<file path="src/rtl/gpio_pin_pkg.sv">
package gpio_pin_pkg;
  typedef enum logic [1:0] {
    DET_LEVEL = 2'd0,
    DET_RISE  = 2'd1,
    DET_FALL  = 2'd2,
    DET_BOTH  = 2'd3
  } det_mode_e;

  localparam int unsigned REG_CTRL = 0;
  localparam int unsigned REG_IO   = 1;
  localparam int unsigned REG_CFG  = 2;
  localparam int unsigned REG_STAT = 3;
  localparam int unsigned REG_TGT  = 4;

  localparam int unsigned PULL_W        = 2;
  localparam int unsigned CFG_EN_BIT    = 0;
  localparam int unsigned CFG_POL_BIT   = 1;
  localparam int unsigned CFG_MODE_LSB  = 2;
  localparam int unsigned CFG_RAW_BIT   = 4;
  localparam int unsigned IO_IN_BIT     = 0;
  localparam int unsigned IO_OUT_BIT    = 1;
endpackage

</file>
<file path="src/rtl/gpio_pin_sync.sv">
module gpio_pin_sync #(
  parameter int unsigned STAGES = 2
) (
  input  logic clk_i,
  input  logic rst_ni,
  input  logic pad_i,
  input  logic track_i,
  output logic sync_o,
  output logic prev_o
);
  logic [STAGES-1:0] chain_q;
  logic              prev_q;

  for (genvar i = 0; i < STAGES; i++) begin : g_stage
    always_ff @(posedge clk_i or negedge rst_ni) begin
      if (!rst_ni) chain_q[i] <= 1'b0;
      else if (i == 0) chain_q[i] <= pad_i;
      else chain_q[i] <= chain_q[(i == 0) ? 0 : i-1];
    end
  end

  // previous sample freezes while detection is off
  always_ff @(posedge clk_i or negedge rst_ni) begin
    if (!rst_ni) prev_q <= 1'b0;
    else if (track_i) prev_q <= chain_q[STAGES-1];
  end

  assign sync_o = chain_q[STAGES-1];
  assign prev_o = prev_q;
endmodule

</file>
<file path="src/rtl/gpio_pin_det.sv">
module gpio_pin_det
  import gpio_pin_pkg::*;
(
  input  logic      clk_i,
  input  logic      rst_ni,
  input  logic      cur_i,
  input  logic      prev_i,
  input  det_mode_e mode_i,
  input  logic      pol_i,
  input  logic      raw_en_i,
  input  logic      ack_i,
  output logic      status_o
);
  logic hit, status_d, status_q;

  always_comb begin
    unique case (mode_i)
      DET_LEVEL: hit = (cur_i == pol_i);
      DET_RISE:  hit = cur_i & ~prev_i;
      DET_FALL:  hit = ~cur_i & prev_i;
      default:   hit = cur_i ^ prev_i;
    endcase
    hit = hit & raw_en_i;
  end

  // level: follows the qualifier; edge: sticky, set beats ack
  assign status_d = (mode_i == DET_LEVEL) ? (hit & ~ack_i)
                                          : (hit | (status_q & ~ack_i));

  always_ff @(posedge clk_i or negedge rst_ni) begin
    if (!rst_ni) status_q <= 1'b0;
    else         status_q <= status_d;
  end

  assign status_o = status_q;
endmodule

</file>
<file path="src/rtl/gpio_pin_regs.sv">
module gpio_pin_regs
  import gpio_pin_pkg::*;
#(
  parameter int unsigned DATA_W  = 32,
  parameter int unsigned ADDR_W  = 3,
  parameter int unsigned FUNC_W  = 3,
  parameter int unsigned DRV_W   = 3,
  parameter int unsigned TGT_W   = 3,
  parameter bit          ACK_SET = 1'b1
) (
  input  logic              clk_i,
  input  logic              rst_ni,
  input  logic [ADDR_W-1:0] addr_i,
  input  logic [DATA_W-1:0] wdata_i,
  input  logic              we_i,
  input  logic              pad_sync_i,
  input  logic              status_i,
  output logic [DATA_W-1:0] rdata_o,
  output logic [PULL_W-1:0] pull_o,
  output logic [FUNC_W-1:0] func_o,
  output logic [DRV_W-1:0]  drive_o,
  output logic              oe_o,
  output logic              out_o,
  output logic              en_o,
  output logic              pol_o,
  output det_mode_e         mode_o,
  output logic              raw_en_o,
  output logic [TGT_W-1:0]  target_o,
  output logic              ack_o
);
  localparam int unsigned PULL_LSB = 0;
  localparam int unsigned FUNC_LSB = PULL_LSB + PULL_W;
  localparam int unsigned DRV_LSB  = FUNC_LSB + FUNC_W;
  localparam int unsigned OE_BIT   = DRV_LSB + DRV_W;

  logic wr_ctrl, wr_io, wr_cfg, wr_tgt;

  assign wr_ctrl = we_i && (addr_i == ADDR_W'(REG_CTRL));
  assign wr_io   = we_i && (addr_i == ADDR_W'(REG_IO));
  assign wr_cfg  = we_i && (addr_i == ADDR_W'(REG_CFG));
  assign wr_tgt  = we_i && (addr_i == ADDR_W'(REG_TGT));
  assign ack_o   = we_i && (addr_i == ADDR_W'(REG_STAT)) && (wdata_i[0] == ACK_SET);

  always_ff @(posedge clk_i or negedge rst_ni) begin
    if (!rst_ni) begin
      pull_o   <= '0;
      func_o   <= '0;
      drive_o  <= '0;
      oe_o     <= 1'b0;
      out_o    <= 1'b0;
      en_o     <= 1'b0;
      pol_o    <= 1'b0;
      mode_o   <= DET_RISE;
      raw_en_o <= 1'b1;
      target_o <= '0;
    end else begin
      if (wr_ctrl) begin
        pull_o  <= wdata_i[PULL_LSB +: PULL_W];
        func_o  <= wdata_i[FUNC_LSB +: FUNC_W];
        drive_o <= wdata_i[DRV_LSB +: DRV_W];
        oe_o    <= wdata_i[OE_BIT];
      end
      if (wr_io) out_o <= wdata_i[IO_OUT_BIT];
      if (wr_cfg) begin
        en_o     <= wdata_i[CFG_EN_BIT];
        pol_o    <= wdata_i[CFG_POL_BIT];
        mode_o   <= det_mode_e'(wdata_i[CFG_MODE_LSB +: 2]);
        raw_en_o <= wdata_i[CFG_RAW_BIT];
      end
      if (wr_tgt) target_o <= wdata_i[TGT_W-1:0];
    end
  end

  always_comb begin
    rdata_o = '0;
    unique case (addr_i)
      ADDR_W'(REG_CTRL): begin
        rdata_o[PULL_LSB +: PULL_W] = pull_o;
        rdata_o[FUNC_LSB +: FUNC_W] = func_o;
        rdata_o[DRV_LSB +: DRV_W]   = drive_o;
        rdata_o[OE_BIT]             = oe_o;
      end
      ADDR_W'(REG_IO): begin
        rdata_o[IO_IN_BIT]  = pad_sync_i;
        rdata_o[IO_OUT_BIT] = out_o;
      end
      ADDR_W'(REG_CFG): begin
        rdata_o[CFG_EN_BIT]         = en_o;
        rdata_o[CFG_POL_BIT]        = pol_o;
        rdata_o[CFG_MODE_LSB +: 2]  = mode_o;
        rdata_o[CFG_RAW_BIT]        = raw_en_o;
      end
      ADDR_W'(REG_STAT): rdata_o[0] = status_i;
      ADDR_W'(REG_TGT):  rdata_o[TGT_W-1:0] = target_o;
      default: rdata_o = '0;
    endcase
  end
endmodule

</file>
<file path="src/rtl/gpio_pin.sv">
module gpio_pin
  import gpio_pin_pkg::*;
#(
  parameter int unsigned DATA_W      = 32,
  parameter int unsigned ADDR_W      = 3,
  parameter int unsigned FUNC_W      = 3,
  parameter int unsigned DRV_W       = 3,
  parameter int unsigned TGT_W       = 3,
  parameter int unsigned SYNC_STAGES = 2,
  parameter bit          ACK_SET     = 1'b1
) (
  input  logic              clk_i,
  input  logic              rst_ni,
  input  logic [ADDR_W-1:0] addr_i,
  input  logic [DATA_W-1:0] wdata_i,
  input  logic              we_i,
  output logic [DATA_W-1:0] rdata_o,
  input  logic              pad_i,
  output logic              pad_out_o,
  output logic              pad_oe_o,
  output logic [FUNC_W-1:0] func_o,
  output logic [DRV_W-1:0]  drive_o,
  output logic [1:0]        pull_o,
  output logic [TGT_W-1:0]  target_o,
  output logic              irq_o
);
  logic      sync_w, prev_w, en_w, pol_w, raw_w, ack_w, status_w;
  det_mode_e mode_w;

  gpio_pin_sync #(.STAGES(SYNC_STAGES)) u_sync (
    .clk_i   (clk_i),
    .rst_ni  (rst_ni),
    .pad_i   (pad_i),
    .track_i (raw_w),
    .sync_o  (sync_w),
    .prev_o  (prev_w)
  );

  gpio_pin_regs #(
    .DATA_W(DATA_W), .ADDR_W(ADDR_W), .FUNC_W(FUNC_W),
    .DRV_W(DRV_W), .TGT_W(TGT_W), .ACK_SET(ACK_SET)
  ) u_regs (
    .clk_i      (clk_i),
    .rst_ni     (rst_ni),
    .addr_i     (addr_i),
    .wdata_i    (wdata_i),
    .we_i       (we_i),
    .pad_sync_i (sync_w),
    .status_i   (status_w),
    .rdata_o    (rdata_o),
    .pull_o     (pull_o),
    .func_o     (func_o),
    .drive_o    (drive_o),
    .oe_o       (pad_oe_o),
    .out_o      (pad_out_o),
    .en_o       (en_w),
    .pol_o      (pol_w),
    .mode_o     (mode_w),
    .raw_en_o   (raw_w),
    .target_o   (target_o),
    .ack_o      (ack_w)
  );

  gpio_pin_det u_det (
    .clk_i    (clk_i),
    .rst_ni   (rst_ni),
    .cur_i    (sync_w),
    .prev_i   (prev_w),
    .mode_i   (mode_w),
    .pol_i    (pol_w),
    .raw_en_i (raw_w),
    .ack_i    (ack_w),
    .status_o (status_w)
  );

  assign irq_o = status_w & en_w;
endmodule

</file>
<file path="config.mk">
export PLATFORM = sky130hd
export DESIGN_NAME = gpio_pin
export DESIGN_NICKNAME = d
export VERILOG_FILES = /design/src/rtl/gpio_pin_pkg.sv /design/src/rtl/gpio_pin_sync.sv /design/src/rtl/gpio_pin_det.sv /design/src/rtl/gpio_pin_regs.sv /design/src/rtl/gpio_pin.sv
export SDC_FILE = /design/constraint.sdc
export NUM_CORES = 1
export LEC_CHECK = 0
export BUFFER_PORTS_ARGS = -buffer_cell sky130_fd_sc_hd__clkbuf_2
export CAP_MARGIN = 20
export CORE_MARGIN = 2
export CORE_UTILIZATION = 40
export CTS_CLUSTER_SIZE = 20
export DETAILED_ROUTE_END_ITERATION = 10
export PLACE_DENSITY = 0.77
export SLEW_MARGIN = 30
export SYNTH_ARGS = -nofsm -noshare
export SYNTH_HDL_FRONTEND = slang
export SYNTH_HIERARCHICAL = 1
export SYNTH_SLANG_ARGS = --single-unit
</file>
<file path="constraint.sdc">
create_clock -name clk_i -period 1.5 [get_ports clk_i]
set_input_delay 0.3 -clock clk_i [delete_from_list [all_inputs] [get_ports clk_i]]
set_output_delay 0.3 -clock clk_i [all_outputs]
set_load 0.03 [all_outputs]
</file>
Yosys cells after proc, flatten, opt, wreduce, memory -nomap -nowiden
Index checks and enable logic that the tools add are counted.

Register bits after elaboration: 22. Input port bits: 39. Output and inout bits: 46. Word-level logic and storage cells: 47.

Equality and inequality tests: 7. Mux-type cells: 7. Bitwise logic cells: 11. Reduce and logical (&&, ||, !) cells: 8.

Operators with widths (number): $and 1x1->1 (6); $eq 3x2->1 const B (2); $logic_and 1x1->1 (6); $pmux 1 s3 (2); $pmux 1 s5 (1); $mux 4 (1); $pmux 1 s4 (1); $pmux 2 s2 (1); $eq 3x1->1 const B (1); $eq 3x3->1 const B (1); $logic_not 3->1 (1); $not 1->1 (3); $eq 2x1->1 const B (1); $eq 2x2->1 const B (1); $logic_not 2->1 (1); $eq 1x1->1 (1); $mux 1 (1); $or 1x1->1 (1); $xor 1x1->1 (1).

Logic depth before layout (Yosys ltp)
Gate-level depths: netlist (run 1).

Depth after elaboration: 7. Mapped depth: 5. Gate-level depth less buffers: 5.

Modules after synthesis
The synthesis (run 1) kept the hierarchy.

By module, submodules not included: gpio_pin_regs (times used 1, cells each 97, area each 1094.8 um2, sequential area each 452.9 um2); gpio_pin_det (times used 1, cells each 15, area each 130.1 um2, sequential area each 25.0 um2); gpio_pin_sync (times used 1, cells each 4, area each 90.1 um2, sequential area each 75.1 um2); gpio_pin (times used 1, cells each 1, area each 6.3 um2, sequential area each 0.0 um2).

Least setup slack after synthesis (run 1)
No wires, ideal clock.

Path kind: input -> output. Start point: input port addr_i[2]. End point: output port rdata_o[0]. Arrival: 1.401 ns. Required time: 1.200 ns. Path slack: -0.201 ns. Stages: 4. Buffers on the path: 1. Cell sequence: buf_4 -> and2b_1 -> a22oi_1 -> o21ai_0.

Word-level cells in the longest chain between the ends: 2. Elaborated cells between the ends (all ways): 6. Classes of those cells: eq/ne: 4; mux: 1; reduce/logical: 1.

RTL lines: from (decl) (RTL line gpio_pin.sv:14) `input logic [ADDR_W-1:0] addr_i,`; $eq 3x3->1, or another cell as far along (RTL line gpio_pin_regs.sv:76) `unique case (addr_i)`; $pmux 1 s5 (*) (RTL line gpio_pin_regs.sv:76); to (decl) (RTL line gpio_pin.sv:17) `output logic [DATA_W-1:0] rdata_o,`.

Every way passes the cells marked *; elsewhere a longest branch is shown, timed or not.

Worst setup path after layout (run 1)
Start point: register u_det.status_q, in the netlist u_det/status_o. End point: output port rdata_o[0].

Word-level cells in the longest chain between the ends: 1.

RTL lines: from (decl) (RTL line gpio_pin_det.sv:14) `logic hit, status_d, status_q;`; from (signal assigned) (RTL line gpio_pin_det.sv:32) `else status_q <= status_d;`; $pmux 1 s5 (RTL line gpio_pin_regs.sv:76).

No other way between the ends.

==> results of run 1 <==
-- worst register-to-register path, cell delays in order, from the launching register on --
cell	delay, ps
dfrtp_1	480
inv_1	80
ha_1	270
nand2_1	50
o2111ai_1	100
o221ai_2	120
-- metrics by stage --
step	setup slack (ps)	cells	hold WS, ps
after floorplan	20.7	139	4.41
after global placement	-27.6	203	298
after detailed placement	-59.0	203	306
after CTS	-153	213	83.6
after global routing	-227	217	67.8
final	-176	217	91.9
-- synthesized netlist by cell type (all sizes together) --
library cell	n	area (um2)
a21oi	2	10.0
a22oi	3	22.5
a2bb2oi	1	8.76
a32oi	1	16.3
and2	5	31.3
and2b	1	7.51
and3b	2	17.5
and4	1	8.76
buf	28	206
conb	1	3.75
dfrtp	20	500
dfstp	2	52.6
ha	2	25.0
inv	4	15.0
mux2	20	229
mux2i	3	30.0
nand2	3	11.3
nand3	1	5.00
nor2	4	15.0
nor2b	3	21.3
nor3	4	25.0
nor3b	1	12.5
nor4b	1	8.76
o2111ai	1	8.76
o21ai	1	5.00
o221ai	1	15.0
xor2	1	8.76
-- report_power, final --
group | internal (W) | total, W | switching (W) | leakage [nW]
combinational | 0.000399 | 0.000935 | 0.000535 | 0.584
clock | 0.000148 | 0.000321 | 0.000173 | 0.0210
sequential | 0.000733 | 0.000840 | 0.000107 | 0.260
total | 0.00128 | 0.00210 | 0.000816 | 0.865
-- how the worst max path moves through the flow --
stage | end | slack [ps] | from | cells past startpoint
2_1_floorplan | rdata_o[0] | 20 | addr_i[2] | 4
3_3_place_gp | u_regs/drive_o[0] | -30 | addr_i[2] | 5
6_report | rdata_o[0] | -180 | u_det/status_o | 4
3_5_place_dp | u_regs/func_o[1] | -60 | addr_i[2] | 5
5_1_grt | rdata_o[0] | -230 | u_det/status_o | 4
4_1_cts | rdata_o[0] | -150 | u_regs/en_o | 4
-- kinds of logic (layout without fill, tap and decap cells) --
kind of cell,count (synthesis),count (layout),share of synthesized area [%]
other cells,1,23,0.284
simple gates,26,26,12.4
fa+ha+maj,2,2,1.89
flops,22,22,41.9
mux,23,23,19.6
buf+inv,32,66,16.8
xor+xnor,1,1,0.663
compound gates,10,10,6.53
-- layout make-up --
type,instances,area [um2]
Sequential cell,22,553
Tap cell,44,55.1
Multi-Input combinational cell,85,688
Timing Repair Buffer,58,387
Fill cell,262,1370
Inverter,4,15.0
Clock buffer,4,36.3
-- routing by layer --
layer	vias up	share of wire (%)	track usage [%]
met5	-	0	0
met4	0	2.3	7.60
met3	8	5.8	2.94
met2	49	53	27.8
met1	483	39	17.4
li1	470	-	-
-- sequential cells by signal, indices dropped and copies added (netlist names) --
signal / flops
u_det/status_o: 1
u_regs/raw_en_o: 1
u_regs/en_o: 1
u_sync/sync_o: 1
u_sync/prev_o: 1
u_regs/target_o: 3
u_regs/out_o: 1
u_regs/oe_o: 1
u_sync/chain_q: 1
u_regs/drive_o: 3
u_regs/pull_o: 2
u_regs/pol_o: 1
u_regs/func_o: 3
u_regs/mode_o: 2
-- timing repair --
action,in CTS,in global routing
buffers inserted,5,5
resized for setup,8,21
endpoints found under the hold margin,20,0
pin swaps,2,2
endpoints found under the setup margin,5,6
hold buffers,1,0
==> impl_metrics.toml, run 1 <==
[cells_and_area]
final_cell_mix = "clkbuf_2, conb_1, buf_4, dfrtp_1, mux2_2"
layout-drive-gt1-share_pct = 55.5
postLayoutCellArea_um2 = 1730
fin_util_pct = 55.9
diodes = 0
layout.nets = 215
final_common_cell = "clkbuf_2"
area_delta_synth_final_pct = 31.2

[critical_path]
crit_arrival_ps = 1380
slowest_delay_ps = 420
r2r-end = "u_det/status_o"
crit_chain = "mux2_4, a21oi_2, o21ai_1, buf_4"
crit_family = "flip-flops"
r2r_start = "u_sync/sync_o"
ff2ff_path_depth = 5
end_kind = "output pin"
crit_path_max_fanout = 2
crit_required_ps = 1200
cp-start-kind = "register"
criticalPathCategory = "reg -> out"
cp_slowest_cell = "dfrtp_1"
crit_buf_inv = 1
reg2reg_slack_ps = 280

[synthesis]
synth_area_per_cell_um2 = 11.3
ys_types = 34
yosysWarnings = 6
synth_cells = 117
syn_area_um2 = 1320
synth_seq_cells = 22
ys_seq_area_share_pct = 41.9

[drt]
drt_first_pass_iters = 2
routed-via-count = 1010
drt-initial-drc-count = 4
routed_wl_um = 2820
drtAntennaViolNets = 0
viasPerCell = 4.65
drc = 0
wl_per_cell_um = 13.0

[timing]
fin_crit_ps = 1680
setup_viol = 3
rsz0062_at_grt = "yes"
finClkSkew_ps = 1.14
slew_violations = 0
finalCritPeriodShare_pct = 112
clock.fmax_mhz = 597
finalWorstSetupSlack_ps = -176
setup_tns_ps = -394
max_slew_margin_pct = 64.7
worstMarginPinSlew_ps = 530
hold_viol = 0

[floorplan]
fp.dieH_um = 61.5
io_pins = 85
start_util_pct = 42.6
core_area_um2 = 3100
die_w_um = 61.5
dieArea_um2 = 3780
rows = 20

[global_route]
grt_pass1_wl_um = 4290
groute.usage.overall_pct = 15.5
grt_start_max_net_pins = 23
grt_pass1_vias = 991
overflow = 0
antenna_found_initial = 0

[min_path]
hold_end = "u_sync/chain_q[0]"
hold_start = "pad_i"
min_path_cells = 1
hp-class = "in -> reg"

[run_status]
status = "finished with violations"
violations = "setup timing"

[place]
port_buffers = 38
gp_congestion = 0.835
dp_hpwl_um = 2030
placed_area_um2 = 1530

[clock_tree]
insertion_delay_ps = 300
numCtsBuffers = 3
clkTransAtPathRegs_ps = 120
cts_tree = "built"
cts_buffer_depth = 2
htreeDepth = 1
clock_sinks = 22
clockRootBuffer = "clkbuf_4"

[power_and_ir_drop]
power.leakage_nw = 0.865
power_w = 0.00210
ir_drop_mv = 0.949
power.density_nw_per_um2 = 1210

[flow_run]
cap_viol_max_count = 0
Note: power is estimated with default switching activity, not from simulation.
==> run 2, diff against run 1 <==
==> constraint.sdc (replaced) <==
create_clock -name clk_i -period 1.5 [get_ports clk_i]
set_input_delay 0.075 -clock clk_i [delete_from_list [all_inputs] [get_ports clk_i]]
set_output_delay 0.075 -clock clk_i [all_outputs]
set_load 0.03 [all_outputs]
==> run 2 against run 1 <==
  * Register-to-register slack better by 20 ps
  * Worst hold slack worse by 70 ps
  * Clock power is 9.7% lower
  * First-iteration DRC count grew to 6.3 times the previous value
  * Sequential share of layout area is 2.1 points higher
  * Combinational power is 11% lower
  * Largest power group is now registers
  * Die area stayed put
  * Flip-flop and latch count stayed put
  * Worst setup slack better by 270 ps
  * The run now ends clean
==> impl_metrics.toml, run 2 (same netlist as run 1, synthesis figures left out) <==
[timing]
setup_viol = 0
finClkSkew_ps = 14.1
hold_viol = 0
max_slew_margin_pct = 64.2
finalCritPeriodShare_pct = 93.9
fin_crit_ps = 1410
slew_violations = 0
clock.fmax_mhz = 710
rsz0062_at_grt = "yes"
worstMarginPinSlew_ps = 536
setup_tns_ps = 0
finalWorstSetupSlack_ps = 91.3

[floorplan]
io_pins = 85
rows = 20
dieArea_um2 = 3780
fp.dieH_um = 61.5
start_util_pct = 42.6
die_w_um = 61.5
core_area_um2 = 3100

[critical_path]
cp-start-kind = "register"
r2r-end = "u_det/status_o"
crit_chain = "mux2_4, a21oi_2, o21ai_1, buf_4"
criticalPathCategory = "reg -> out"
crit_required_ps = 1420
slowest_delay_ps = 410
reg2reg_slack_ps = 300
crit_arrival_ps = 1330
crit_family = "flip-flops"
crit_path_max_fanout = 3
cp_slowest_cell = "dfrtp_1"
ff2ff_path_depth = 5
end_kind = "output pin"
crit_buf_inv = 1
r2r_start = "u_sync/sync_o"

[global_route]
grt_start_max_net_pins = 23
groute.usage.overall_pct = 15.7
antenna_found_initial = 0
overflow = 0
grt_pass1_vias = 942
grt_pass1_wl_um = 4280

[clock_tree]
cts_tree = "built"
clkTransAtPathRegs_ps = 130
insertion_delay_ps = 320
clockRootBuffer = "clkbuf_4"
htreeDepth = 1
cts_buffer_depth = 2
numCtsBuffers = 3
clock_sinks = 22

[place]
gp_congestion = 0.783
dp_hpwl_um = 1970
placed_area_um2 = 1470
pre_cts_ws_ps = 263
port_buffers = 38

[run_status]
status = "complete, no violations"

[drt]
viasPerCell = 4.63
drc = 0
drt-initial-drc-count = 25
drtAntennaViolNets = 0
routed_wl_um = 2810
drt_first_pass_iters = 4
wl_per_cell_um = 13.2
routed-via-count = 987

[flow_run]
cap_viol_max_count = 0

[cells_and_area]
area_delta_synth_final_pct = 23.2
layout.nets = 211
final_common_cell = "clkbuf_2"
top_regs = "u_regs/drive_o x3, u_regs/func_o x3, u_regs/target_o x3"
final_cell_mix = "clkbuf_2, conb_1, dfrtp_1"
postLayoutCellArea_um2 = 1630
diodes = 0
layout-drive-gt1-share_pct = 43.8

[power_and_ir_drop]
ir_drop_mv = 0.688
power.leakage_nw = 0.816
power.density_nw_per_um2 = 1210
power_w = 0.00196

[min_path]
min_path_cells = 2
hold_end = "u_regs/pol_o"
hp-class = "in -> reg"
hold_start = "wdata_i[1]"
## run 2: worst max path at each step
stage / depth (start not counted) / startpoint / to
finish: 4 / u_det/status_o / rdata_o[0]
CTS: 3 / u_regs/raw_en_o / rdata_o[4]
floorplan: 2 / u_regs/target_o[0] / rdata_o[0]
global route: 4 / u_det/status_o / rdata_o[0]
detailed placement: 4 / addr_i[1] / u_regs/drive_o[1]
global placement: 4 / addr_i[1] / u_regs/func_o[2]
## run 2: per-stage QoR
| step | hold slack [ps] | util (%) | cells |
|---|---|---|---|
| floorplan | -221 | - | 139 |
| global placement | 74.8 | 47.2 | 196 |
| detailed placement | 86.4 | 47.2 | 196 |
| CTS | 15.5 | 50.7 | 208 |
| global route | 21.8 | 52.5 | 213 |
| finish | 22.4 | 52.5 | 213 |
## run 2: power breakdown
group	total [W]	internal, W	switching (W)
clock network	0.000290	0.000104	0.000186
logic	0.000833	0.000330	0.000504
registers	0.000840	0.000733	0.000108
total	0.00196	0.00117	0.000797
## run 2: layout make-up
type	count	area [um2]
multi-input combinational	85	643
clock buffer	4	26.3
tap	44	55.1
inverter	4	15.0
sequential	22	553
fill	268	1480
timing repair buffer	54	335
## run 2: worst reg2reg max path, cell delays in order (launching register included)
cell       delay (ps)
dfrtp_1           460
inv_1              70
ha_1              270
nand2_1            50
o2111ai_1         100
o221ai_2          130
## run 2: routing by layer
metal | GRT usage, % | vias up | part of all wire [%] | wire length, um
li1 | - | 462 | - | -
met1 | 19.7 | 462 | 42 | 1190
met2 | 25.2 | 59 | 47 | 1330
met3 | 3.99 | 4 | 9.0 | 253
met4 | 7.60 | 0 | 1.3 | 36
met5 | 0 | - | 0 | 0
## run 2: timing repair
item | CTS | global route
gates resized for setup | 1 | 8
pin swaps | 0 | 1
buffers inserted | 0 | 5
endpoints found under the setup margin | 1 | 2
hold buffers | 8 | 0
gates cloned | 0 | 0
hold endpoints to repair | 27 | 0
==> run 3, diff against run 2 <==
- CORE_UTILIZATION: 40 -> 28
- PLACE_DENSITY: 0.77 -> 0.58
==> run 3 against run 2 <==
  * Clock-buffer cell count unchanged
  * Clock skew decreased by 10 ps
  * Die area grew 40%
  * Fmax shrank 0.18%
  * Global-route usage shrank 5.3 points
  * Sequential power is 2% higher
  * Design area shrank 4.8%
  * Worst hold slack better by 20 ps
  * Largest power group unchanged
  * Core utilization down 18 points
==> impl_metrics.toml, run 3 (same netlist as run 1, synthesis figures left out) <==
[cells_and_area]
final_cell_mix = "clkbuf_2, conb_1, dfrtp_1"
top_regs = "u_regs/drive_o x3, u_regs/func_o x3, u_regs/target_o x3"
layout.nets = 200
area_delta_synth_final_pct = 17.3
layout-drive-gt1-share_pct = 43.0
diodes = 0
final_common_cell = "clkbuf_2"
fin_util_pct = 34.9

[clock_tree]
insertion_delay_ps = 260
htreeDepth = 1
clkTransAtPathRegs_ps = 80
post-cts-setup-buffer-count = 0
clock_sinks = 22
numCtsBuffers = 3
clockRootBuffer = "clkbuf_8"
cts_buffer_depth = 2
cts_tree = "built"

[timing]
slew_violations = 0
clock.fmax_mhz = 709
rsz0062_at_grt = "no"
finClkSkew_ps = 3.64
worstMarginPinSlew_ps = 561
setup_viol = 0
hold_viol = 0
timing.hold.ws_ps = 42.3
max_slew_margin_pct = 62.6
fin_crit_ps = 1410
setup_tns_ps = 0
finalCritPeriodShare_pct = 94.1

[power_and_ir_drop]
power.density_nw_per_um2 = 1290
ir_drop_mv = 0.626
power.leakage_nw = 0.772

[critical_path]
end_kind = "output pin"
slowest_delay_ps = 410
crit_family = "flip-flops"
crit_chain = "mux2_2, a21oi_1, o21ai_0, buf_2"
reg2reg_slack_ps = 310
cp-start-kind = "register"
cp_slowest_cell = "dfrtp_1"
crit_required_ps = 1420
criticalPathCategory = "reg -> out"
crit_arrival_ps = 1340
crit_buf_inv = 1
crit_path_max_fanout = 3

[floorplan]
die_w_um = 72.7
core_area_um2 = 4440
fp.dieH_um = 72.7
dieArea_um2 = 5280
start_util_pct = 29.7
io_pins = 85
rows = 24

[drt]
drt-initial-drc-count = 21
drc = 0
routed_wl_um = 2630
drt_first_pass_iters = 4
drtAntennaViolNets = 0
viasPerCell = 4.41
wl_per_cell_um = 12.5
routed-via-count = 927

[global_route]
groute.usage.overall_pct = 10.4
overflow = 0
grt_start_max_net_pins = 23
grt_pass1_wl_um = 4310
antenna_found_initial = 0
grt_pass1_vias = 907

[run_status]
status = "complete, no violations"

[place]
gp_congestion = 0.700
dp_hpwl_um = 2070
port_buffers = 38

[min_path]
hp-class = "in -> reg"

[flow_run]
cap_viol_max_count = 0
-- run 3: path summary, 6_finish.rpt --
check / start / to / depth (start not counted)
max: u_det/status_o / rdata_o[0] / 4
min: wdata_i[8] / u_regs/oe_o / 2
max reg2reg: u_sync/sync_o / u_det/status_o / 5
min reg2reg: u_sync/chain_q[0] / u_sync/sync_o / 0
max in group asynchronous: rst_ni / u_regs/func_o[1] / 2
min in group asynchronous: rst_ni / u_regs/func_o[2] / 2
-- run 3: worst reg2reg max path, delay by kind of cell, from the launching register on --
kind / cells / cell delay [ps]
fa+ha+maj: 1 / 270
buf+inv: 1 / 70
simple gates: 1 / 50
flops: 1 / 450
compound gates: 2 / 220
-- run 3: layout make-up --
type	instances	area [um2]
Clock buffer	4	55.1
Fill cell	456	2890
Inverter	4	15.0
Multi-Input combinational cell	85	629
Sequential cell	22	553
Tap cell	52	65.1
Timing Repair Buffer	43	233
-- run 3: metrics by stage --
step | power [W] | instance area, um2 | setup WS, ps | instances
after detailed placement | 0.00160 | 1480 | 223 | 204
after global placement | 0.00159 | 1480 | 237 | 204
after floorplan | 0.00143 | 1400 | 88.8 | 139
after CTS | 0.00203 | 1550 | 61.8 | 210
final | 0.00201 | 1550 | 88.8 | 210
after global routing | 0.00214 | 1550 | 12.4 | 210
-- run 3: power breakdown --
part           switching (W)  internal, W
registers           0.000121     0.000734
logic               0.000465     0.000264
clock network       0.000189     0.000234
total               0.000775      0.00123
-- run 3: what timing repair did --
| item | 4_1_cts | 5_1_grt |
|---|---|---|
| hold endpoints to repair | 21 | 0 |
| hold buffers | 2 | 0 |
| setup endpoints to repair | 0 | 1 |
| resized for setup | 0 | 1 |
-- run 3: layer usage --
metal,vias to the layer above,GRT usage (%),share of wire [%]
li1,439,-,-
met1,432,15.5,51
met2,56,14.5,40
met3,0,3.45,9.5
met4,0,2.47,0
met5,-,0,0
